`src/rtl/rob_pkg.sv`:
```
package rob_pkg;
  typedef enum logic [1:0] {
    K_ALU  = 2'b00,
    K_BR   = 2'b01,
    K_HALT = 2'b10
  } kind_e;
endpackage

```
`src/rtl/rob_ptrs.sv`:
```
module rob_ptrs #(
  parameter int DEPTH = 16,
  parameter int RET_W = 2,
  localparam int PTR_W = $clog2(DEPTH),
  localparam int CNT_W = PTR_W + 1,
  localparam int RC_W  = $clog2(RET_W + 1)
) (
  input  logic             clk,
  input  logic             rst,
  input  logic             alloc_we,
  input  logic [RC_W-1:0]  n_ret,
  input  logic             recover,
  output logic [PTR_W-1:0] head,
  output logic [PTR_W-1:0] tail,
  output logic [CNT_W-1:0] count,
  output logic             full
);
  // DEPTH must be a power of two so pointer arithmetic wraps naturally.
  logic [PTR_W-1:0] head_nx;

  assign head_nx = head + PTR_W'(n_ret);
  assign full    = (count == CNT_W'(DEPTH));

  always_ff @(posedge clk) begin
    if (rst) begin
      head  <= '0;
      tail  <= '0;
      count <= '0;
    end else begin
      head <= head_nx;
      if (recover) begin
        tail  <= head_nx;
        count <= '0;
      end else begin
        tail  <= tail + PTR_W'(alloc_we);
        count <= count + CNT_W'(alloc_we) - CNT_W'(n_ret);
      end
    end
  end


  count_bound_chk: assert property (@(posedge clk) disable iff (rst)
    count <= CNT_W'(DEPTH));


  ptr_gap_chk: assert property (@(posedge clk) disable iff (rst)
    (tail - head) == count[PTR_W-1:0]);
endmodule

```
`src/rtl/rob_store.sv`:
```
module rob_store
  import rob_pkg::*;
#(
  parameter int DEPTH  = 16,
  parameter int RET_W  = 2,
  parameter int NCMP   = 2,
  parameter int AREG_W = 2,
  parameter int PREG_W = 5,
  parameter int PC_W   = 8,
  localparam int PTR_W = $clog2(DEPTH),
  localparam int PAY_W = 2 + 1 + AREG_W + PREG_W + PC_W
) (
  input  logic                    clk,
  input  logic                    rst,
  input  logic                    alloc_we,
  input  logic [PTR_W-1:0]        tail,
  input  logic [1:0]              a_kind,
  input  logic                    a_dst,
  input  logic [AREG_W-1:0]       a_areg,
  input  logic [PREG_W-1:0]       a_preg,
  input  logic [PC_W-1:0]         a_pc,
  input  logic [NCMP-1:0]         cmp_valid,
  input  logic [NCMP*PTR_W-1:0]   cmp_tag,
  input  logic [NCMP-1:0]         cmp_ne,
  input  logic [PTR_W-1:0]        head,
  input  logic [RET_W-1:0]        fire,
  input  logic                    recover,
  output logic [RET_W-1:0]        s_valid,
  output logic [RET_W-1:0]        s_done,
  output logic [RET_W-1:0]        s_ne,
  output logic [RET_W*2-1:0]      s_kind,
  output logic [RET_W-1:0]        s_dst,
  output logic [RET_W*AREG_W-1:0] s_areg,
  output logic [RET_W*PREG_W-1:0] s_preg,
  output logic [RET_W*PC_W-1:0]   s_pc
);
  logic [PAY_W-1:0] pay_mem [DEPTH];
  logic [DEPTH-1:0] valid_q;
  logic [DEPTH-1:0] done_q;
  logic [DEPTH-1:0] ne_q;
  logic [PTR_W-1:0] slot_idx [RET_W];

  // Payload: written once at allocation, never reset, read at the head window.
  always_ff @(posedge clk) begin
    if (alloc_we) pay_mem[tail] <= {a_kind, a_dst, a_areg, a_preg, a_pc};
  end

  always_ff @(posedge clk) begin
    if (rst) begin
      valid_q <= '0;
      done_q  <= '0;
      ne_q    <= '0;
    end else begin
      for (int c = 0; c < NCMP; c++) begin
        if (cmp_valid[c] && valid_q[cmp_tag[c*PTR_W +: PTR_W]]) begin
          done_q[cmp_tag[c*PTR_W +: PTR_W]] <= 1'b1;
          ne_q[cmp_tag[c*PTR_W +: PTR_W]]   <= cmp_ne[c];
        end
      end
      for (int k = 0; k < RET_W; k++) begin
        if (fire[k]) valid_q[slot_idx[k]] <= 1'b0;
      end
      if (alloc_we) begin
        valid_q[tail] <= 1'b1;
        done_q[tail]  <= (a_kind == K_HALT);
        ne_q[tail]    <= 1'b0;
      end
      if (recover) valid_q <= '0;
    end
  end

  for (genvar k = 0; k < RET_W; k++) begin : g_slot
    logic [PAY_W-1:0] rd;
    assign slot_idx[k] = head + PTR_W'(k);
    assign rd          = pay_mem[slot_idx[k]];
    assign s_valid[k]  = valid_q[slot_idx[k]];
    assign s_done[k]   = done_q[slot_idx[k]];
    assign s_ne[k]     = ne_q[slot_idx[k]];
    assign {s_kind[k*2 +: 2], s_dst[k], s_areg[k*AREG_W +: AREG_W],
            s_preg[k*PREG_W +: PREG_W], s_pc[k*PC_W +: PC_W]} = rd;


    retire_done_chk: assert property (@(posedge clk) disable iff (rst)
      fire[k] |-> (valid_q[slot_idx[k]] && done_q[slot_idx[k]]));
  end


  alloc_free_slot_chk: assert property (@(posedge clk) disable iff (rst)
    alloc_we |-> !valid_q[tail]);
endmodule

```
`src/rtl/rob_retire_sel.sv`:
```
module rob_retire_sel
  import rob_pkg::*;
#(
  parameter int RET_W = 2,
  parameter int PC_W  = 8,
  localparam int RC_W = $clog2(RET_W + 1)
) (
  input  logic                  halted,
  input  logic [RET_W-1:0]      s_valid,
  input  logic [RET_W-1:0]      s_done,
  input  logic [RET_W-1:0]      s_ne,
  input  logic [RET_W*2-1:0]    s_kind,
  input  logic [RET_W*PC_W-1:0] s_pc,
  output logic [RET_W-1:0]      fire,
  output logic [RC_W-1:0]       n_ret,
  output logic                  mis,
  output logic [PC_W-1:0]       mis_pc,
  output logic                  halt_hit
);
  logic go;

  always_comb begin
    go       = !halted;
    fire     = '0;
    n_ret    = '0;
    mis      = 1'b0;
    mis_pc   = '0;
    halt_hit = 1'b0;
    for (int k = 0; k < RET_W; k++) begin
      if (go && s_valid[k] && s_done[k]) begin
        fire[k] = 1'b1;
        n_ret   = n_ret + RC_W'(1);
        if (s_kind[k*2 +: 2] == K_BR && !s_ne[k]) begin
          mis    = 1'b1;
          mis_pc = s_pc[k*PC_W +: PC_W] + PC_W'(1);
          go     = 1'b0;
        end else if (s_kind[k*2 +: 2] == K_HALT) begin
          halt_hit = 1'b1;
          go       = 1'b0;
        end
      end else begin
        go = 1'b0;
      end
    end
  end
endmodule

```
`src/rtl/rob_arch_map.sv`:
```
module rob_arch_map #(
  parameter int NAREG  = 4,
  parameter int PREG_W = 5,
  parameter int RET_W  = 2,
  localparam int AREG_W = $clog2(NAREG)
) (
  input  logic                    clk,
  input  logic                    rst,
  input  logic [RET_W-1:0]        wr_en,
  input  logic [RET_W*AREG_W-1:0] wr_areg,
  input  logic [RET_W*PREG_W-1:0] wr_preg,
  output logic [NAREG*PREG_W-1:0] map_q
);
  always_ff @(posedge clk) begin
    if (rst) begin
      for (int i = 0; i < NAREG; i++) map_q[i*PREG_W +: PREG_W] <= PREG_W'(i);
    end else begin
      // Lane order matches program order: a younger lane overrides an older one.
      for (int k = 0; k < RET_W; k++) begin
        if (wr_en[k])
          map_q[wr_areg[k*AREG_W +: AREG_W]*PREG_W +: PREG_W] <= wr_preg[k*PREG_W +: PREG_W];
      end
    end
  end


  map_hold_chk: assert property (@(posedge clk) disable iff (rst)
    (wr_en == '0) |=> $stable(map_q));
endmodule

```
`src/rtl/inorder_commit_rob.sv`:
```
module inorder_commit_rob
  import rob_pkg::*;
#(
  parameter int DEPTH  = 16,
  parameter int RET_W  = 2,
  parameter int NCMP   = 2,
  parameter int NAREG  = 4,
  parameter int PREG_W = 5,
  parameter int PC_W   = 8,
  localparam int AREG_W = $clog2(NAREG),
  localparam int PTR_W  = $clog2(DEPTH),
  localparam int CNT_W  = PTR_W + 1,
  localparam int RC_W   = $clog2(RET_W + 1)
) (
  input  logic                    clk,
  input  logic                    rst,
  input  logic                    alloc_valid,
  input  logic [1:0]              alloc_kind,
  input  logic                    alloc_has_dst,
  input  logic [AREG_W-1:0]       alloc_areg,
  input  logic [PREG_W-1:0]       alloc_preg,
  input  logic [PC_W-1:0]         alloc_pc,
  output logic [PTR_W-1:0]        alloc_tag,
  output logic                    full,
  input  logic [NCMP-1:0]         cmp_valid,
  input  logic [NCMP*PTR_W-1:0]   cmp_tag,
  input  logic [NCMP-1:0]         cmp_ne,
  output logic [RC_W-1:0]         retire_cnt,
  output logic [NAREG*PREG_W-1:0] arch_map,
  output logic                    flush,
  output logic [PC_W-1:0]         flush_pc,
  output logic                    halted
);
  logic                    alloc_we;
  logic [PTR_W-1:0]        head, tail;
  logic [CNT_W-1:0]        count;
  logic [RET_W-1:0]        s_valid, s_done, s_ne, s_dst, fire, wr_en;
  logic [RET_W*2-1:0]      s_kind;
  logic [RET_W*AREG_W-1:0] s_areg;
  logic [RET_W*PREG_W-1:0] s_preg;
  logic [RET_W*PC_W-1:0]   s_pc;
  logic [RC_W-1:0]         n_ret;
  logic                    mis, halt_hit;
  logic [PC_W-1:0]         mis_pc;

  assign alloc_we  = alloc_valid && !full && !halted && !flush;
  assign alloc_tag = tail;

  rob_ptrs #(.DEPTH(DEPTH), .RET_W(RET_W)) ptrs_i (
    .clk(clk), .rst(rst), .alloc_we(alloc_we), .n_ret(n_ret), .recover(mis),
    .head(head), .tail(tail), .count(count), .full(full)
  );

  rob_store #(
    .DEPTH(DEPTH), .RET_W(RET_W), .NCMP(NCMP), .AREG_W(AREG_W),
    .PREG_W(PREG_W), .PC_W(PC_W)
  ) store_i (
    .clk(clk), .rst(rst), .alloc_we(alloc_we), .tail(tail),
    .a_kind(alloc_kind), .a_dst(alloc_has_dst), .a_areg(alloc_areg),
    .a_preg(alloc_preg), .a_pc(alloc_pc),
    .cmp_valid(cmp_valid), .cmp_tag(cmp_tag), .cmp_ne(cmp_ne),
    .head(head), .fire(fire), .recover(mis),
    .s_valid(s_valid), .s_done(s_done), .s_ne(s_ne), .s_kind(s_kind),
    .s_dst(s_dst), .s_areg(s_areg), .s_preg(s_preg), .s_pc(s_pc)
  );

  rob_retire_sel #(.RET_W(RET_W), .PC_W(PC_W)) sel_i (
    .halted(halted), .s_valid(s_valid), .s_done(s_done), .s_ne(s_ne),
    .s_kind(s_kind), .s_pc(s_pc), .fire(fire), .n_ret(n_ret),
    .mis(mis), .mis_pc(mis_pc), .halt_hit(halt_hit)
  );

  for (genvar k = 0; k < RET_W; k++) begin : g_wr
    assign wr_en[k] = fire[k] && s_dst[k] && (s_kind[k*2 +: 2] == K_ALU);
  end

  rob_arch_map #(.NAREG(NAREG), .PREG_W(PREG_W), .RET_W(RET_W)) map_i (
    .clk(clk), .rst(rst), .wr_en(wr_en), .wr_areg(s_areg), .wr_preg(s_preg),
    .map_q(arch_map)
  );

  always_ff @(posedge clk) begin
    if (rst) begin
      flush      <= 1'b0;
      flush_pc   <= '0;
      halted     <= 1'b0;
      retire_cnt <= '0;
    end else begin
      flush      <= mis;
      if (mis) flush_pc <= mis_pc;
      halted     <= halted | halt_hit;
      retire_cnt <= n_ret;
    end
  end


  flush_empty_chk: assert property (@(posedge clk) disable iff (rst)
    mis |=> (flush && count == '0));


  flush_single_chk: assert property (@(posedge clk) disable iff (rst)
    flush |=> !flush);


  halt_sticky_chk: assert property (@(posedge clk) disable iff (rst)
    halted |=> halted);


  halt_freeze_chk: assert property (@(posedge clk) disable iff (rst)
    halted |=> $stable(arch_map));


  retire_order_chk: assert property (@(posedge clk) disable iff (rst)
    fire[1] |-> fire[0]);
endmodule

```
`config.mk`:
```
export PLATFORM = sky130hd
export DESIGN_NAME = inorder_commit_rob
export DESIGN_NICKNAME = d
export VERILOG_FILES = /design/src/rtl/rob_pkg.sv /design/src/rtl/rob_ptrs.sv /design/src/rtl/rob_store.sv /design/src/rtl/rob_retire_sel.sv /design/src/rtl/rob_arch_map.sv /design/src/rtl/inorder_commit_rob.sv
export SDC_FILE = /design/constraint.sdc
export NUM_CORES = 1
export LEC_CHECK = 0
export BUFFER_PORTS_ARGS = -buffer_cell sky130_fd_sc_hd__buf_4
export CAP_MARGIN = 20
export CELL_PAD_IN_SITES_DETAIL_PLACEMENT = 1
export CELL_PAD_IN_SITES_GLOBAL_PLACEMENT = 1
export CORE_MARGIN = 10
export CORE_UTILIZATION = 55
export DETAILED_ROUTE_END_ITERATION = 10
export PLACE_DENSITY_LB_ADDON = 0.05
export SETUP_SLACK_MARGIN = 0.5
export SYNTH_ARGS = -nofsm -noshare
export SYNTH_HDL_FRONTEND = slang
export SYNTH_SLANG_ARGS = --single-unit
```
`constraint.sdc`:
```
create_clock -name clk -period 12.6 [get_ports clk]
set_clock_uncertainty 0.15 [all_clocks]
set_input_delay 1.89 -clock clk [delete_from_list [all_inputs] [get_ports clk]]
set_output_delay 1.89 -clock clk [all_outputs]
set_load 0.05 [all_outputs]
```
## Yosys cells after proc, flatten, opt, wreduce, memory -nomap -nowiden

Memories as Yosys holds them, arrays and structs flattened. A register that Yosys moved wholly into a read port is not among the register bits.
Index checks and enable logic that the tools add are counted.

| operators by class | value |
|---|---|
| add/sub/neg operators | 10 |
| multipliers | 2 |
| $lt $le $gt $ge | 10 |
| eq/ne operators | 6 |
| shift-type cells | 4 |
| multiplexer cells | 74 |
| bitwise operators | 10 |
| reductions and logical operators | 28 |

Operators with widths:

| kind | count |
|---|---|
| 16-bit 2-to-1 mux | 15 |
| 5-bit negator with 34-bit output | 2 |
| 5-bit by 34-bit variable shift with 20-bit output (first input constant) | 2 |
| 5-bit by 34-bit variable part select with 20-bit output | 2 |
| 20-bit 2-to-1 mux | 3 |
| 16-bit AND | 3 |
| 16-bit bitwise mux | 3 |
| 16-bit NOT | 3 |
| 16-bit OR | 3 |
| 20-bit bitwise mux | 2 |
| 1-bit binary-select mux with 4-bit select | 8 |
| 8-bit 2-to-1 mux | 4 |
| 1-bit 2-to-1 mux | 31 |
| 4-bit by 5-bit < comparator with 1-bit output (second input constant) | 5 |
| 1-bit demux with 4-bit select | 5 |
| 4-bit by 1-bit greater-or-equal comparator with 1-bit output (second input constant) | 5 |
| 1-bit logical AND | 20 |
| 8-bit by 1-bit adder with 8-bit output (second input constant) | 2 |
| 2-bit by 3-bit multiplier with 5-bit output (second input constant) | 2 |
| 4-bit 2-to-1 mux | 2 |
| 2-bit == test (second input constant) | 3 |
| 5-bit by 1-bit adder with 5-bit output | 1 |
| 5-bit == test (second input constant) | 1 |
| 1-bit zero test | 5 |
| 10 further kinds | 12 |

| word-level totals | value |
|---|---|
| bits in registers | 93 |
| bits in writable memories | 288 |
| bits of input ports | 33 |
| output and inout port bits | 37 |
| logic and storage cells | 156 |
| memories | 1 |

Memory list:

| name | words | width | rd ports | clocked after Yosys merged registers in | write ports | RTL line | text |
|---|---|---|---|---|---|---|---|
| store_i.pay_mem | 16 | 18 | 2 | 1 | 1 | rob_store.sv:37 | `logic [PAY_W-1:0] pay_mem [DEPTH];` |

## Depth between registers and ports, before layout

| logic depth | value |
|---|---|
| depth after elaboration | 13 |
| gate-level depth with buffers | 24 |
| depth with buffers taken out | 18 |

## Modules after synthesis

From an unflattened synthesis, not the netlist that was laid out.

| second synthesis, totals | value |
|---|---|
| cells, all modules | 1168 |
| area total of the unflattened synthesis | 19068.3 µm² |

By module, submodules not included:

| module | times used | cells an instance | area an instance (µm²) | seq. area each (µm²) |
|---|---|---|---|---|
| rob_store | 1 | 871 | 16382.0 | 9609.2 |
| rob_arch_map | 1 | 131 | 1168.6 | 400.4 |
| rob_ptrs | 1 | 71 | 726.9 | 260.2 |
| inorder_commit_rob | 1 | 40 | 419.2 | 240.2 |
| rob_retire_sel | 1 | 55 | 371.6 | 0.0 |

## Least setup slack after synthesis

OpenSTA, ideal clock, no wires.

| timing path | value |
|---|---|
| path kind | in2reg |
| from | input port alloc_valid |
| to | register store_i.valid_q[12] |
| setup time | 89 ps |
| data arrival time | 4736 ps |
| data required time | 12361 ps |
| setup slack | 7625 ps |
| stages on the path | 6 |
| path buffers | 0 |
| cell sequence | or4b_2 > inv_1 > nand3_1 > nor3_1 > inv_1 > a311oi_2 |

| on the way | value |
|---|---|
| cells in the longest elaborated chain, start to end | 4 |

Ends and longest elaborated chain:

| item | RTL line | text |
|---|---|---|
| from (decl) | inorder_commit_rob.sv:17 | `input logic alloc_valid,` |
| 1-bit logical AND (3 in series) | inorder_commit_rob.sv:46 | `assign alloc_we = alloc_valid && !full && !halted && !flush;` |
| 16-bit 2-to-1 mux | rob_store.sv:63 | `if (alloc_we) begin` |
| to (signal, indexed assignment) | rob_store.sv:61 | `if (fire[k]) valid_q[slot_idx[k]] <= 1'b0;` |
| to (signal, indexed assignment) | rob_store.sv:64 | `valid_q[tail] <= 1'b1;` |
| to (signal assigned) | rob_store.sv:68 | `if (recover) valid_q <= '0;` |
| to (decl) | rob_store.sv:38 | `logic [DEPTH-1:0] valid_q;` |

Every way passes these cells.
A chain may end at the register's enable or synchronous reset.

## Worst setup path after layout

| timing path | value |
|---|---|
| from | register ptrs_i.head[0] |
| to | register ptrs_i.count[4] |

| on the way | value |
|---|---|
| cells in the longest elaborated chain, start to end | 10 |
| elaborated cells between the ends (all ways) | 34 |
| those cells by class | add/sub (3); eq/ne (1); mux (20); reduce/logical (9); memory (1) |

Ends and longest elaborated chain:

| item | RTL line | text |
|---|---|---|
| from (decl) | rob_ptrs.sv:13 | `output logic [PTR_W-1:0] head,` |
| from (signal assigned) | rob_ptrs.sv:30 | `head <= head_nx;` |
| parallel branches: the longest is 8 deep, another holds 4-bit by 1-bit adder with 4-bit output | n/a |  |
| 2-bit 2-to-1 mux (*) | rob_retire_sel.sv:30 | `if (go && s_valid[k] && s_done[k]) begin` |
| net n_ret[0] | inorder_commit_rob.sv:42 | `logic [RC_W-1:0] n_ret;` |
| 5-bit by 2-bit subtractor with 5-bit output (*) | rob_ptrs.sv:36 | `count <= count + CNT_W'(alloc_we) - CNT_W'(n_ret);` |
| to (signal assigned) | rob_ptrs.sv:36 |  |
| to (decl) | rob_ptrs.sv:15 | `output logic [CNT_W-1:0] count,` |

Mark *: on every way through the listed nets, which the timed path passes. The select of a mux whose other input is x is not followed.

==> summary.md <==
| Metric | Value |
|---|---|
| HP Class | `register to register` |
| Yosys warning count | `0` |
| M1 GR Usage | `0.354` |
| Result of the run | `completed` |
| # H-tree levels | `2` |
| Arrival time at the worst endpoint | `about 6.4 ns` |
| Starting Density | `0.559` |
| R2R Setup Slk | `about 6.5 ns` |
| CP endpoint kind | `register` |
| Hold EP | `store_i.done_q[6]$_SDFF_PP0_` |
| Final setup fails | `0` |
| GPL Wtd Cong | `between 0.8 and 0.9` |
| Pre-CTS WS | `6.55 ns` |
| Synth Area in Compound Gates | `0.0605` |
| Seq/Total Area, Yosys | `0.542` |
| CP max FO | `between 60 and 70` |
| Largest net degree at the start of global routing | `73` |
| Clock slew at reported path FFs | `approximately 0.06 ns` |
| Vias in the first global route | `13300` |
| Leading cell type in the layout, fill and taps excluded | `edfxtp_1` |
| Endpoints failing hold | `0` |
| FF+latch count, synth | `between 300 and 400` |
| Launching point of the worst reg2reg path | `ptrs_i.head[0]$_SDFF_PP0_` |
| Multiplexer share of the synthesized area | `0.244` |
| Final core occ | `0.626` |
| Crit path required time | `between 10 and 15 ns` |
| CTS tree | `done` |
| Drt total wl | `57400 um` |
| Initial antenna violation count | `0` |
| Root Driver | `clkbuf_16` |
| Max frequency | `between 150 and 200 MHz` |
| HPWL Detailed | `36000 um` |
| Crit Reg-Reg Endpoint | `ptrs_i.count[4]$_SDFF_PP0_` |
| Worst slew pin tran | `between 1 and 1.5 ns` |
| Distinct cells, synth | `71` |
| Resized cells post-CTS | `0` |
| Post-route DRC | `0` |
| Die area | `0.0432 mm2` |
| Largest family of logic cells by synthesized area | `multiplexers` |
| Most frequent cells in the layout | `edfxtp_1 (288), mux4_2 (189), nand2_1 (103), dfxtp_1 (91), nor2_1 (90)` |
| CTS Buf Count | `41` |
| Setup TNS | `0 ns` |
| Grt met2 use | `0.417` |
| Final Slew Violations | `0` |
| Die X | `between 200 and 250 um` |
| Skew-Pair Late Insertion Delay | `0.58 ns` |
| # fillers | `3199` |
| Antenna Cells | `0` |
| Sequential cell area | `around 0.011 mm2` |
| Mapped Cells | `1334` |
| Xor/xnor cell area share of the yosys netlist | `0.0114` |
| Gr busiest metal | `met2` |
| Leak | `between 7 and 8 nW` |
| GR Util met3 | `0.0528` |
| Core ar. | `between 0.03 and 0.04 mm2` |
| Syn Std Cell Area | `roughly 0.019 mm2` |
| Global route total overflow | `0` |
| Routed len/inst | `about 31 um` |
| # Post-CTS Setup Buffers | `0` |
| Max-cap violation count | `0` |
| Mean post-synth cell area | `between 10 and 15 um2` |
| Final setup margin | `approximately 6.5 ns` |
| Post-synthesis simple-gate area fraction | `0.0908` |
| First-pass GRT wire length | `between 80000 and 90000 um` |
| Ys flop type | `edfxtp_1` |
| Period utilisation layout | `0.484` |
| Relative slew slack | `0.239` |
| CTS Sinks | `381` |
| Hold slack | `between 0.3 and 0.4 ns` |
| Startpoint types | `register` |
| R2R cell count | `18` |
| Fraction of layout cells with a size suffix above 1 | `0.275` |
| Post-Synth Adder-Cell Area | `0.0201` |
| Area taken by multi-input logic gates | `approximately 0.0084 mm2` |
| Vias per cell | `~6.8` |
| Asr flop ratio synth | `0` |
| CTS Hold Bufs | `0` |
| Power Total | `roughly 4.2 mW` |
| # nets final | `around 1400` |
| Antenna Nets Post-Route | `0` |
| Crit path time final | `6.10 ns` |
| Peak VDD IR | `roughly 0.00017 V` |
| Row Count | `between 60 and 70` |
| Area delta synth->final | `12.0%` |
| Clock buffer depth | `3` |
| Port-buffer cells | `69` |
| Syn_nets | `roughly 1400` |
| Worst Hold Path Cells | `1` |
| EDFF count, synth | `around 290` |
| Setup CP Type | `register to register` |
| Unrepaired setup endpoints after global routing | `no` |
| Hold Path Origin | `store_i.done_q[6]$_SDFF_PP0_` |
| Die Ht | `between 200 and 250 um` |
| Drt initial violations | `about 1400` |
| I/O Pins | `70` |
| Cell Pwr Density | `roughly 190 mW/mm2` |
| Gr usage total | `0.260` |
| DRT Pass-1 Iters | `5` |
| Total number of vias | `12800` |
-- flip-flops by register name, summed over array words and instances (netlist names), 4 cells and up --
signal,count
map_i.map_q,20
store_i.valid_q,16
ptrs_i.tail,4
store_i.pay_mem,288
flush_pc,8
store_i.done_q,16
store_i.ne_q,16
ptrs_i.count,5
ptrs_i.head,4
-- kinds of logic (layout without fill, tap and decap cells) --
kind of cell,Yosys count,in the layout
xor gates and xnor gates,23,23
AOI/OAI and AO/OA,170,170
and+or+nand+nor,365,365
muxes,237,237
DFF,381,381
adders and majority gates,30,30
buffers and inverters,128,211
-- worst max-delay path by stage --
stage	start	to	slack, ns
2_1_floorplan	alloc_valid	store_i.valid_q[12]$_SDFF_PP0_	7.62
3_3_place_gp	ptrs_i.head[0]$_SDFF_PP0_	ptrs_i.count[4]$_SDFF_PP0_	6.64
3_5_place_dp	ptrs_i.head[0]$_SDFF_PP0_	ptrs_i.count[4]$_SDFF_PP0_	6.55
4_1_cts	ptrs_i.head[0]$_SDFF_PP0_	ptrs_i.count[4]$_SDFF_PP0_	6.50
5_1_grt	ptrs_i.head[0]$_SDFF_PP0_	ptrs_i.count[4]$_SDFF_PP0_	6.09
6_report	ptrs_i.head[0]$_SDFF_PP0_	ptrs_i.count[4]$_SDFF_PP0_	6.50
-- per-layer routing --
layer	vias to the layer above	share of wire	wire length, um
met3	100	0.080	4610
met5	-	0	0
met2	648	0.48	27600
met4	0	0.028	1600
met1	6646	0.41	23600
li1	5380	-	-
-- Yosys cell counts (all sizes together), types with 5 or more instances --
cell type,count,area [um2]
nor2b,18,113
buf,53,324
a31oi,8,50.1
or3,6,37.5
nor3b,8,85.1
dfxtp,93,1860
a21oi,40,200
edfxtp,288,8650
nor2,103,389
nand4,7,68.8
inv,42,158
o21ai,28,140
xor2,10,87.6
a211oi,15,113
or2,5,31.3
and2,10,65.1
mux2i,47,470
ha,28,350
xnor2,13,133
nand2,105,399
nand2b,10,62.6
mux4,189,4260
o21a,11,82.6
nor3,17,85.1
o31a,6,52.6
nand3,58,290
clkbuf,33,125
and3,10,62.6
a311oi,13,120
a22oi,14,115
-- worst max-delay path, stage by stage, from the launching register on --
cell and delay [ns]:
dfxtp_4 1.02, buf_4 0.81, mux4_2 0.63, a22oi_2 0.26, nand2_2 0.19, and3_1 0.28, nor4_2 0.29, buf_4 0.24
and2_1 0.26, ha_1 0.31, ha_1 0.30, inv_1 0.05, ha_1 0.23, fa_1 0.41, a21oi_1 0.14, nor2_1 0.05
nor2_1 0.10, xnor2_1 0.13, nor2_1 0.05
-- report_power, final --
part,switching [mW],total (mW),internal (mW)
sequential,0.108,1.55,1.44
clock,0.505,1.17,0.663
combinational,0.817,1.50,0.687
total,1.43,4.22,2.79
-- metrics by stage --
step	std cells	cell area, um2
2_1_floorplan	1334	19400
3_3_place_gp	1792	20300
3_5_place_dp	1793	20300
4_1_cts	1867	21600
5_1_grt	1872	21700
6_report	1872	21700
-- final cells by class --
| class | count | share of cell area |
|---|---|---|
| Clock inverter | 26 | 0.00898 |
| Clock buffer | 48 | 0.0503 |
| Timing Repair Buffer | 95 | 0.0364 |
| Sequential cell | 381 | 0.484 |
| Inverter | 42 | 0.00725 |
| Multi-Input combinational cell | 825 | 0.387 |
| Tap cell | 455 | 0.0262 |
Power figures use the tool's default switching activity.
